## src/rtl/cksel_pkg.sv

```systemverilog
// Package: shared field layout and divide-table decode for the selector bank.
// Assumes 3-bit source codes and 2-bit divide indices per field.
package cksel_pkg;

    localparam int SRC_W   = 3;
    localparam int IDX_W   = 2;
    localparam int FIELD_W = SRC_W + IDX_W;
    localparam int RATIO_W = 3;
    localparam int CNT_W   = 2;

    // One selector field: source code in the upper bits, table index below.
    typedef struct packed {
        logic [SRC_W-1:0] src;
        logic [IDX_W-1:0] idx;
    } sel_cfg_t;

    // Post-divide ratio for a table index; ext picks the divide-by-3 variant.
    function automatic logic [RATIO_W-1:0] ratio_of(input logic [IDX_W-1:0] idx,
                                                    input bit ext);
        logic [RATIO_W-1:0] r;
        case (idx)
            2'd0:    r = 3'd1;
            2'd1:    r = 3'd4;
            2'd2:    r = ext ? 3'd3 : 3'd1;
            default: r = 3'd2;
        endcase
        return r;
    endfunction

    // Number of phases per period during which the square wave is high.
    function automatic logic [RATIO_W-1:0] high_span(input logic [RATIO_W-1:0] r);
        return (r == 3'd3) ? 3'd1 : (r >> 1);
    endfunction

endpackage

```

## src/rtl/cksel_ctrl_reg.sv

```systemverilog
// Control register: holds all selector fields and reads them back.
// Assumes NUM_SEL*FIELD_W <= REG_W; bits above the fields are stored as zero.
module cksel_ctrl_reg
    import cksel_pkg::*;
#(
    parameter int NUM_SEL = 6,
    parameter int REG_W   = 32
) (
    input  logic             clk,
    input  logic             rst_n,
    input  logic             wr_en,
    input  logic [REG_W-1:0] wr_data,
    output logic [REG_W-1:0] ctrl_q,
    output logic [REG_W-1:0] rd_data
);

    localparam int               USED_W = NUM_SEL * FIELD_W;
    localparam logic [REG_W-1:0] MASK   = ~({REG_W{1'b1}} << USED_W);

    // Register update: masked write, cleared on reset.
    always_ff @(posedge clk) begin
        if (!rst_n)
            ctrl_q <= '0;
        else if (wr_en)
            ctrl_q <= wr_data & MASK;
    end

    // Read port: the stored contents.
    assign rd_data = ctrl_q;

    AST_WRITE_LANDS: assert property (@(posedge clk) disable iff (!rst_n)
        wr_en |=> (ctrl_q == ($past(wr_data) & MASK)));

endmodule

```

## src/rtl/cksel_div_core.sv

```systemverilog
// Post-divider: counts selected ticks, emits one enable per period and a
// square wave. Assumes idx changes only while run is low or on a wrap edge.
module cksel_div_core
    import cksel_pkg::*;
#(
    parameter bit EXT_DIV = 1'b0
) (
    input  logic             clk,
    input  logic             rst_n,
    input  logic             run,
    input  logic             tick,
    input  logic [IDX_W-1:0] idx,
    output logic             wrap,
    output logic             en_q,
    output logic             clk_q
);

    logic [RATIO_W-1:0] ratio;
    logic [RATIO_W-1:0] span;
    logic [CNT_W-1:0]   cnt_q;
    logic [CNT_W-1:0]   cnt_nx;
    logic               last;

    // Decode ratio and next phase from the active index and phase.
    always_comb begin
        ratio  = ratio_of(idx, EXT_DIV);
        span   = high_span(ratio);
        last   = ({1'b0, cnt_q} == (ratio - 3'd1));
        cnt_nx = last ? '0 : (cnt_q + CNT_W'(1));
        wrap   = run & tick & last;
    end

    // Phase counter and output registers; cleared whenever not running.
    always_ff @(posedge clk) begin
        if (!rst_n || !run) begin
            cnt_q <= '0;
            en_q  <= 1'b0;
            clk_q <= 1'b0;
        end else if (tick) begin
            cnt_q <= cnt_nx;
            en_q  <= last;
            clk_q <= (ratio == 3'd1) ? 1'b1 : ({1'b0, cnt_nx} < span);
        end else begin
            en_q <= 1'b0;
            if (ratio == 3'd1)
                clk_q <= 1'b0;
        end
    end

    AST_CNT_IN_RANGE: assert property (@(posedge clk) disable iff (!rst_n)
        ({1'b0, cnt_q} < ratio));
    AST_DIV1_PASS: assert property (@(posedge clk) disable iff (!rst_n)
        (run && tick && ratio == 3'd1) |=> (en_q && clk_q));
    AST_THIRD_DUTY: assert property (@(posedge clk) disable iff (!rst_n)
        (run && tick && clk_q && ratio == 3'd3) |=> !clk_q);
    AST_QUIET_WHEN_IDLE: assert property (@(posedge clk) disable iff (!rst_n)
        !run |=> (!en_q && !clk_q));

endmodule

```

## src/rtl/cksel_selector.sv

```systemverilog
// One consumer selector: keeps the active setting, routes the chosen source
// tick to its divider and takes a new field only at a period boundary.
// Assumes all source ticks are synchronous to clk.
module cksel_selector
    import cksel_pkg::*;
#(
    parameter int NUM_SRC = 7,
    parameter bit EXT_DIV = 1'b0
) (
    input  logic               clk,
    input  logic               rst_n,
    input  logic [NUM_SRC-1:0] src_tick,
    input  sel_cfg_t           cfg,
    output logic               out_en,
    output logic               out_clk
);

    sel_cfg_t act_q;
    logic     run;
    logic     sel_tick;
    logic     wrap;
    logic     load;

    // Source routing: code c (c >= 1) picks tick c-1, code 0 picks nothing.
    always_comb begin
        run      = (act_q.src != '0);
        sel_tick = 1'b0;
        for (int k = 0; k < NUM_SRC; k++) begin
            if (run && (int'(act_q.src) == k + 1))
                sel_tick = src_tick[k];
        end
        load = !run || wrap;
    end

    // Active setting: follows the field when off, else only on a wrap.
    always_ff @(posedge clk) begin
        if (!rst_n)
            act_q <= '0;
        else if (load)
            act_q <= cfg;
    end

    cksel_div_core #(
        .EXT_DIV (EXT_DIV)
    ) div_i (
        .clk   (clk),
        .rst_n (rst_n),
        .run   (run),
        .tick  (sel_tick),
        .idx   (act_q.idx),
        .wrap  (wrap),
        .en_q  (out_en),
        .clk_q (out_clk)
    );

    AST_SWITCH_ON_EDGE: assert property (@(posedge clk) disable iff (!rst_n)
        ((act_q != $past(act_q)) && ($past(act_q.src) != '0)) |-> out_en);
    AST_EN_NEEDS_SOURCE: assert property (@(posedge clk) disable iff (!rst_n)
        out_en |-> ($past(run) && $past(sel_tick)));

endmodule

```

## src/rtl/cksel_bank.sv

```systemverilog
// Selector bank top: one control register feeding NUM_SEL selectors that
// share the same set of source ticks. Assumes NUM_SEL*5 <= REG_W.
module cksel_bank
    import cksel_pkg::*;
#(
    parameter int NUM_SEL = 6,
    parameter int NUM_GEN = 6,
    parameter int REG_W   = 32,
    parameter bit EXT_DIV = 1'b0
) (
    input  logic               clk,
    input  logic               rst_n,
    input  logic               wr_en,
    input  logic [REG_W-1:0]   wr_data,
    output logic [REG_W-1:0]   rd_data,
    input  logic [NUM_GEN:0]   src_tick,
    output logic [NUM_SEL-1:0] out_en,
    output logic [NUM_SEL-1:0] out_clk
);

    localparam int NUM_SRC = NUM_GEN + 1;

    logic [REG_W-1:0] ctrl_q;

    cksel_ctrl_reg #(
        .NUM_SEL (NUM_SEL),
        .REG_W   (REG_W)
    ) reg_i (
        .clk     (clk),
        .rst_n   (rst_n),
        .wr_en   (wr_en),
        .wr_data (wr_data),
        .ctrl_q  (ctrl_q),
        .rd_data (rd_data)
    );

    // One selector per field slice.
    for (genvar i = 0; i < NUM_SEL; i++) begin : g_sel
        sel_cfg_t fld;
        assign fld = sel_cfg_t'(ctrl_q[i*FIELD_W +: FIELD_W]);

        cksel_selector #(
            .NUM_SRC (NUM_SRC),
            .EXT_DIV (EXT_DIV)
        ) sel_i (
            .clk      (clk),
            .rst_n    (rst_n),
            .src_tick (src_tick),
            .cfg      (fld),
            .out_en   (out_en[i]),
            .out_clk  (out_clk[i])
        );
    end

endmodule

```

## config.mk

```make
export PLATFORM = sky130hd
export DESIGN_NAME = cksel_bank
export DESIGN_NICKNAME = d
export VERILOG_FILES = /design/src/rtl/cksel_pkg.sv /design/src/rtl/cksel_ctrl_reg.sv /design/src/rtl/cksel_div_core.sv /design/src/rtl/cksel_selector.sv /design/src/rtl/cksel_bank.sv
export SDC_FILE = /design/constraint.sdc
export NUM_CORES = 1
export LEC_CHECK = 0
export BUFFER_PORTS_ARGS = -buffer_cell sky130_fd_sc_hd__buf_2
export CORE_MARGIN = 8
export CORE_UTILIZATION = 55
export DETAILED_ROUTE_END_ITERATION = 8
export HOLD_SLACK_MARGIN = 0.06
export PLACE_DENSITY = 0.82
export SYNTH_ARGS = -nofsm -noshare
export SYNTH_HDL_FRONTEND = slang
export SYNTH_SLANG_ARGS = --single-unit
```

## constraint.sdc

```tcl
create_clock -name clk -period 2.4 [get_ports clk]
set_input_delay 0.48 -clock clk [delete_from_list [all_inputs] [get_ports clk]]
set_output_delay 0.48 -clock clk [all_outputs]
set_load 0.01 [all_outputs]
```

==> flow_summary.toml, run 1 <==
[clock_tree]
path_clk_slew_ns = 0.09
clk_latency_ns = 0.36
post_cts_buffers = 0
ctsResizeCount = 0
ctsHoldBuffers = 0
cts-root-buf = "clkbuf_8"
cts_buffers = 9
h-tree-depth = 3
cts.path.max_buffers = 2
cts.sinks = 84
cts_tree = "built"

[yosys]
synth_edf_count = 0
synth-compound-area-share_pct = 17.2
synth_area_mm2 = 0.00434
synth.area.mux_share_pct = 12.6
syn_inst = 498
ys_ff_latch = 84
synth-seq-area-share_pct = 38.8
yosysWarnings = 0
yosysTopAreaCell = "dfxtp_1"
ys_top_cells_by_area = "dfxtp_1 39%, mux2i_1 11%, nor2_1 5.5%"
synth_cell_type_count = 49
synthXorXnorAreaFrac_pct = 0
synth.avg_cell_area_um2 = 8.71
synth_top_family_by_area = "simple AND/OR/NAND/NOR gates"
synthDominantCellAreaShare_pct = 38.8
synth_flop_cell = "dfxtp_1"
synth_fa_ha_area_share_pct = 1.73
async_flop_share_pct = 0
synth-simple-area-share_pct = 24.5

[setup_path]
rr_endpoint = "g_sel[4].sel_i.div_i.cnt_q[0]$_SDFFE_PP0N_"
worstPathRequired_ns = 2.70
worstPathArrival_ns = 2.15
reg2reg_setup_slack_ns = 0.54
critPathKind = "register to register"
cp_max_fo = 8
r2r-start = "g_sel[4].sel_i.act_q[3]$_SDFFE_PN0P_"
worst_setup_path_end_kind = "register"
worstSetupStartpointType = "register"
reg2reg_depth = 5

[timing]
fin_tns_setup_ns = 0
skew_ns = 0.00762
rsz0062_at_grt = "false"
tightestPinTransition_ns = 0.613
hold_violations = 0
setup_viol = 0
period_needed_ns = 1.86
maxSlewHeadroom_pct = 58.8
post-route-period-util_pct = 77.4
slew_viol_final = 0
whs_ns = 0.353
clock.fmax_mhz = 539

[hold_path]
hold_class = "input pin to register"
holdCritStartpoint = "wr_data[29]"
min_to = "reg_i.ctrl_q[29]$_SDFFE_PN0P_"
hold_depth = 3

[die]
num_rows = 32
die_area_mm2 = 0.0110
die_y_um = 105
core-area_mm2 = 0.00769
io_pins = 86
initial_core_util_pct = 56.4
die_x_um = 105

[finish]
fillers = 678
drive_gt1_share_pct = 20.5
diodes = 0
area_growth_pct = 14.6
layout.nets = 606

[grt]
grtUsageTotal_pct = 18.4
grt_max_degree = 43
overflow = 0
antenna_found_initial = 0
first_global_vias = 3709
grt_pass1_wl_mm = 17.4

[detailed_routing]
route.detailed.drc = 0
drtIter0Drc = 145
routed_via_density = 5.84
routed_wl_mm = 10.2
vias = 3877
drtAntennaViolNets = 0
first_pass_iters = 4
wl_per_cell_um = 15.3

[power_and_ir_drop]
p_leak_nw = 2.05
vdd_drop_max_v = 0.000486
cellPowerDensity_mw_per_mm2 = 724

[outcome]
status = "completed"

[job]
maxCapViolCount = 0

[placed_design]
globalplace.congestion = 0.811
dpl.hpwl_mm = 7.55
io_buffers = 81
-- placed cells by master (no fill, tap or decap), types with 7 or more instances in the layout --
cell type	Yosys	layout
nand4_1	12	12
o21ai_0	15	15
buf_2	3	81
nand2b_1	15	15
nor3_1	11	11
nand3_1	15	15
a21oi_1	20	20
clkbuf_8	0	9
o22a_1	10	10
nor2_1	63	63
inv_1	7	7
o211ai_1	14	14
dfxtp_1	84	84
or3_1	9	9
nand2_1	53	53
mux2i_1	49	49
-- state kept, by name (all words and copies together) (netlist names) --
register,cells
reg_i.ctrl_q,30
g_sel.sel_i.div_i.cnt_q,12
g_sel.sel_i.div_i.clk_q,6
g_sel.sel_i.div_i.en_q,6
g_sel.sel_i.act_q,30
-- cell usage after synthesis, types with 2 or more instances --
library cell,n
nor2_1,63
dfxtp_1,84
o22a_1,10
nand2b_1,15
a21oi_1,20
buf_4,14
a31o_2,2
or3_4,2
inv_1,7
mux2_2,2
o31ai_4,2
a31oi_1,4
and4b_1,5
ha_1,6
o22ai_1,3
o31ai_1,2
nand4_1,12
buf_2,3
nand4b_1,6
mux2i_1,49
nor2b_1,6
o311a_1,2
o21ai_1,4
o32a_1,3
clkbuf_1,15
a311oi_1,2
o21ai_0,15
o211ai_1,14
nand3_1,15
nand3b_1,3
or3_1,9
nor3_1,11
a211oi_1,5
mux2_1,3
a21o_1,4
buf_1,5
a21boi_0,4
nor4bb_1,4
nand2_1,53
-- critical path, stage by stage (launching register included) --
cell and delay (ns):
dfxtp_1 0.45, mux2_2 0.39, a221oi_4 0.41, nor3_2 0.13, mux2_1 0.32, nor2_1 0.09
-- per-layer routing --
metal,track usage [%],part of all wire [%],vias up
met4,6.01,1.2,0
met1,21.9,45,1878
met2,31.8,50,75
met3,4.24,3.9,12
li1,-,-,1912
met5,0,0,-
-- logic make-up (layout without fill, tap and decap cells) --
kind of cell | after synthesis | after routing
muxes | 54 | 54
buffers and inverters | 44 | 107
other | 1 | 2
DFF | 84 | 84
adders and majority gates | 6 | 6
and+or+nand+nor | 209 | 209
AOI/OAI and AO/OA | 100 | 100
-- stage by stage --
| stage | utilization [%] | std cells | total power [mW] | setup WS [ns] | instance area, µm² |
|---|---|---|---|---|---|
| CTS | 64.7 | 664 | 3.61 | 0.546 | 4970 |
| floorplan | - | 499 | 2.14 | 0.704 | 4340 |
| global placement | 61.3 | 649 | 2.28 | 0.483 | 4710 |
| global route | 64.7 | 664 | 3.76 | 0.387 | 4970 |
| detailed placement | 61.3 | 649 | 2.31 | 0.441 | 4710 |
| finish | 64.7 | 664 | 3.60 | 0.543 | 4970 |
-- how the worst max path moves through the flow --
stage                                                  to                                 start  slack, ns
6_report       g_sel[4].sel_i.div_i.cnt_q[0]$_SDFFE_PP0N_  g_sel[4].sel_i.act_q[3]$_SDFFE_PN0P_       0.54
5_1_grt           g_sel[1].sel_i.div_i.clk_q$_SDFFE_PP0P_  g_sel[1].sel_i.act_q[4]$_SDFFE_PN0P_       0.39
4_1_cts        g_sel[4].sel_i.div_i.cnt_q[0]$_SDFFE_PP0N_  g_sel[4].sel_i.act_q[3]$_SDFFE_PN0P_       0.55
3_5_place_dp         g_sel[5].sel_i.act_q[3]$_SDFFE_PN0P_                           src_tick[6]       0.44
3_3_place_gp         g_sel[5].sel_i.act_q[0]$_SDFFE_PN0P_                           src_tick[4]       0.48
2_1_floorplan  g_sel[4].sel_i.div_i.cnt_q[0]$_SDFFE_PP0N_  g_sel[4].sel_i.act_q[3]$_SDFFE_PN0P_       0.70
-- power by group --
part	switching [mW]	internal, mW
Sequential	0.126	1.49
Combinational	0.386	0.288
Clock	0.521	0.794
Total	1.03	2.57
-- layout make-up --
class / instances / area, µm² / share of cell area, %
clock inverters: 6 / 138 / 2.77
multi-input cells: 371 / 2440 / 49.1
inverters: 7 / 26.3 / 0.529
flip-flops and latches: 84 / 1680 / 33.8
repair buffers: 85 / 435 / 8.76
well taps: 102 / 128 / 2.57
clock buffers: 9 / 124 / 2.49
No activity file was read; power rests on OpenSTA's default activity.
==> run 2, diff against run 1 <==
CORE_UTILIZATION = 50   (was 55)
PLACE_DENSITY = 0.78   (was 0.82)
clock period = 1.6 ns   (was 2.4 ns; I/O delays follow)
==> flow_summary.toml, run 2 (synthesized netlist as in run 1, its figures left out) <==
[setup_path]
reg2reg_depth = 5
critPathKind = "register to register"
worstPathRequired_ns = 1.88
rr_endpoint = "g_sel[4].sel_i.div_i.cnt_q[0]$_SDFFE_PP0N_"
r2r-start = "g_sel[4].sel_i.act_q[3]$_SDFFE_PN0P_"
cp_max_fo = 4
crit_end = "g_sel[4].sel_i.div_i.cnt_q[0]$_SDFFE_PP0N_"
reg2reg_setup_slack_ns = -0.06
worstPathArrival_ns = 1.94
worstSetupStartpointType = "register"
startpoint = "g_sel[4].sel_i.act_q[3]$_SDFFE_PN0P_"
worst_setup_path_end_kind = "register"

[clock_tree]
path_clk_slew_ns = 0.08
cts.sinks = 84
h-tree-depth = 3
cts_buffers = 9
clk_latency_ns = 0.35
cts-root-buf = "clkbuf_8"
cts.path.max_buffers = 2
cts_tree = "built"
ctsHoldBuffers = 0

[finish]
area_growth_pct = 24.4
diodes = 0
multi_input_area_mm2 = 0.00252
reg_top3 = "g_sel.sel_i.act_q x30, reg_i.ctrl_q x30, g_sel.sel_i.div_i.cnt_q x12"
layout.nets = 644
drive_gt1_share_pct = 32.0
regArea_mm2 = 0.00172
fillers = 713
final_common_cell = "buf_2"
final_cell_mix = "81 x buf_2, 62 x nor2_1, 59 x dfxtp_1, 53 x nand2_1, 49 x mux2i_1"

[grt]
grt_max_degree = 41
overflow = 0
grtUsageTotal_pct = 18.7
first_global_vias = 4055
grt_pass1_wl_mm = 18.3
antenna_found_initial = 0

[detailed_routing]
vias = 4000
wl_per_cell_um = 15.2
first_pass_iters = 4
routed_via_density = 5.65
drtAntennaViolNets = 0
route.detailed.drc = 0
routed_wl_mm = 10.8
drtIter0Drc = 210

[power_and_ir_drop]
cellPowerDensity_mw_per_mm2 = 1010
power.total_mw = 5.44
vdd_drop_max_v = 0.000479
p_leak_nw = 2.27

[timing]
whs_ns = 0.199
hold_violations = 0
slew_viol_final = 0
skew_ns = 0.00833
fin_tns_setup_ns = -0.0964
setup_viol = 5
clock.fmax_mhz = 603
fin_ws_ns = -0.0592
rsz0062_at_grt = "true"
post-route-period-util_pct = 104
period_needed_ns = 1.66

[job]
maxCapViolCount = 0

[outcome]
failed_checks = "setup timing"
status = "finished, violations left"

[die]
core-area_mm2 = 0.00855
num_rows = 34
die_x_um = 109
io_pins = 86
die_area_mm2 = 0.0119
die_y_um = 109
initial_core_util_pct = 50.7

[placed_design]
io_buffers = 81
pre_cts_ws_ns = -0.160
globalplace.congestion = 0.796
dpl.hpwl_mm = 7.75

[hold_path]
hold_class = "input pin to register"
[run 2: cell count changes in the layout (fill, tap and decap cells not counted), moves of 3 or more]
cell,previous run,this run
buf_4,4,38
dfxtp_1,84,59
a21oi_2,0,3
dfxtp_2,0,23
a21oi_1,20,17
o21ai_1,4,8
o21ai_0,15,10
buf_12,0,3
a211oi_1,5,2
a211oi_2,0,3
[run 2: how the worst min path moves through the flow]
stage | from | cells past startpoint | slack (ns) | end
floorplan | g_sel[2].sel_i.div_i.clk_q$_SDFFE_PP0P_ | 2 | 0.44 | g_sel[2].sel_i.div_i.clk_q$_SDFFE_PP0P_
global placement | g_sel[2].sel_i.div_i.clk_q$_SDFFE_PP0P_ | 2 | 0.45 | g_sel[2].sel_i.div_i.clk_q$_SDFFE_PP0P_
detailed placement | g_sel[2].sel_i.div_i.clk_q$_SDFFE_PP0P_ | 2 | 0.47 | g_sel[2].sel_i.div_i.clk_q$_SDFFE_PP0P_
CTS | wr_data[2] | 3 | 0.19 | reg_i.ctrl_q[2]$_SDFFE_PN0P_
global route | wr_data[16] | 3 | 0.20 | reg_i.ctrl_q[16]$_SDFFE_PN0P_
finish | wr_data[2] | 3 | 0.20 | reg_i.ctrl_q[2]$_SDFFE_PN0P_
[run 2: area by class of cell]
class,instances,area share (%)
flip-flops and latches,84,31.8
inverters,7,0.487
clock inverters,5,1.85
repair buffers,123,14.1
well taps,108,2.50
clock buffers,10,2.55
multi-input cells,371,46.7
[run 2: where the power goes]
part           switching, mW  total, mW  internal (mW)
combinational          0.668       1.25          0.585
sequential             0.161       2.40           2.24
clock                  0.724       1.79           1.07
total                   1.55       5.44           3.89
[run 2: layer usage]
metal  up-vias  track usage, %  routed length, µm
met5         -               0                  0
met1      1888            22.1               4530
met4         0            6.16                168
met3        16            5.14                768
met2       111            32.0               5310
li1       1985               -                  -
[run 2: per-stage QoR]
step           utilization (%)  instance area (µm²)  instances
2_1_floorplan                -                 4350        499
3_3_place_gp              58.8                 5030        690
3_5_place_dp              58.8                 5030        690
4_1_cts                   62.1                 5310        706
5_1_grt                   63.1                 5400        708
6_report                  63.1                 5400        708
[run 2: timing repair]
item,4_1_cts,5_1_grt
cloned,0,0
setup buffers,1,2
endpoints found under the hold margin,0,0
endpoints found under the setup margin,16,26
gates resized for setup,12,36
pin swaps,3,7
[run 2: worst max-delay path, stage by stage (launching register included)]
cell and delay (ns):
dfxtp_2 0.37, mux2_4 0.32, a221oi_4 0.41, nor3_4 0.10, mux2_4 0.31, nor2_2 0.09
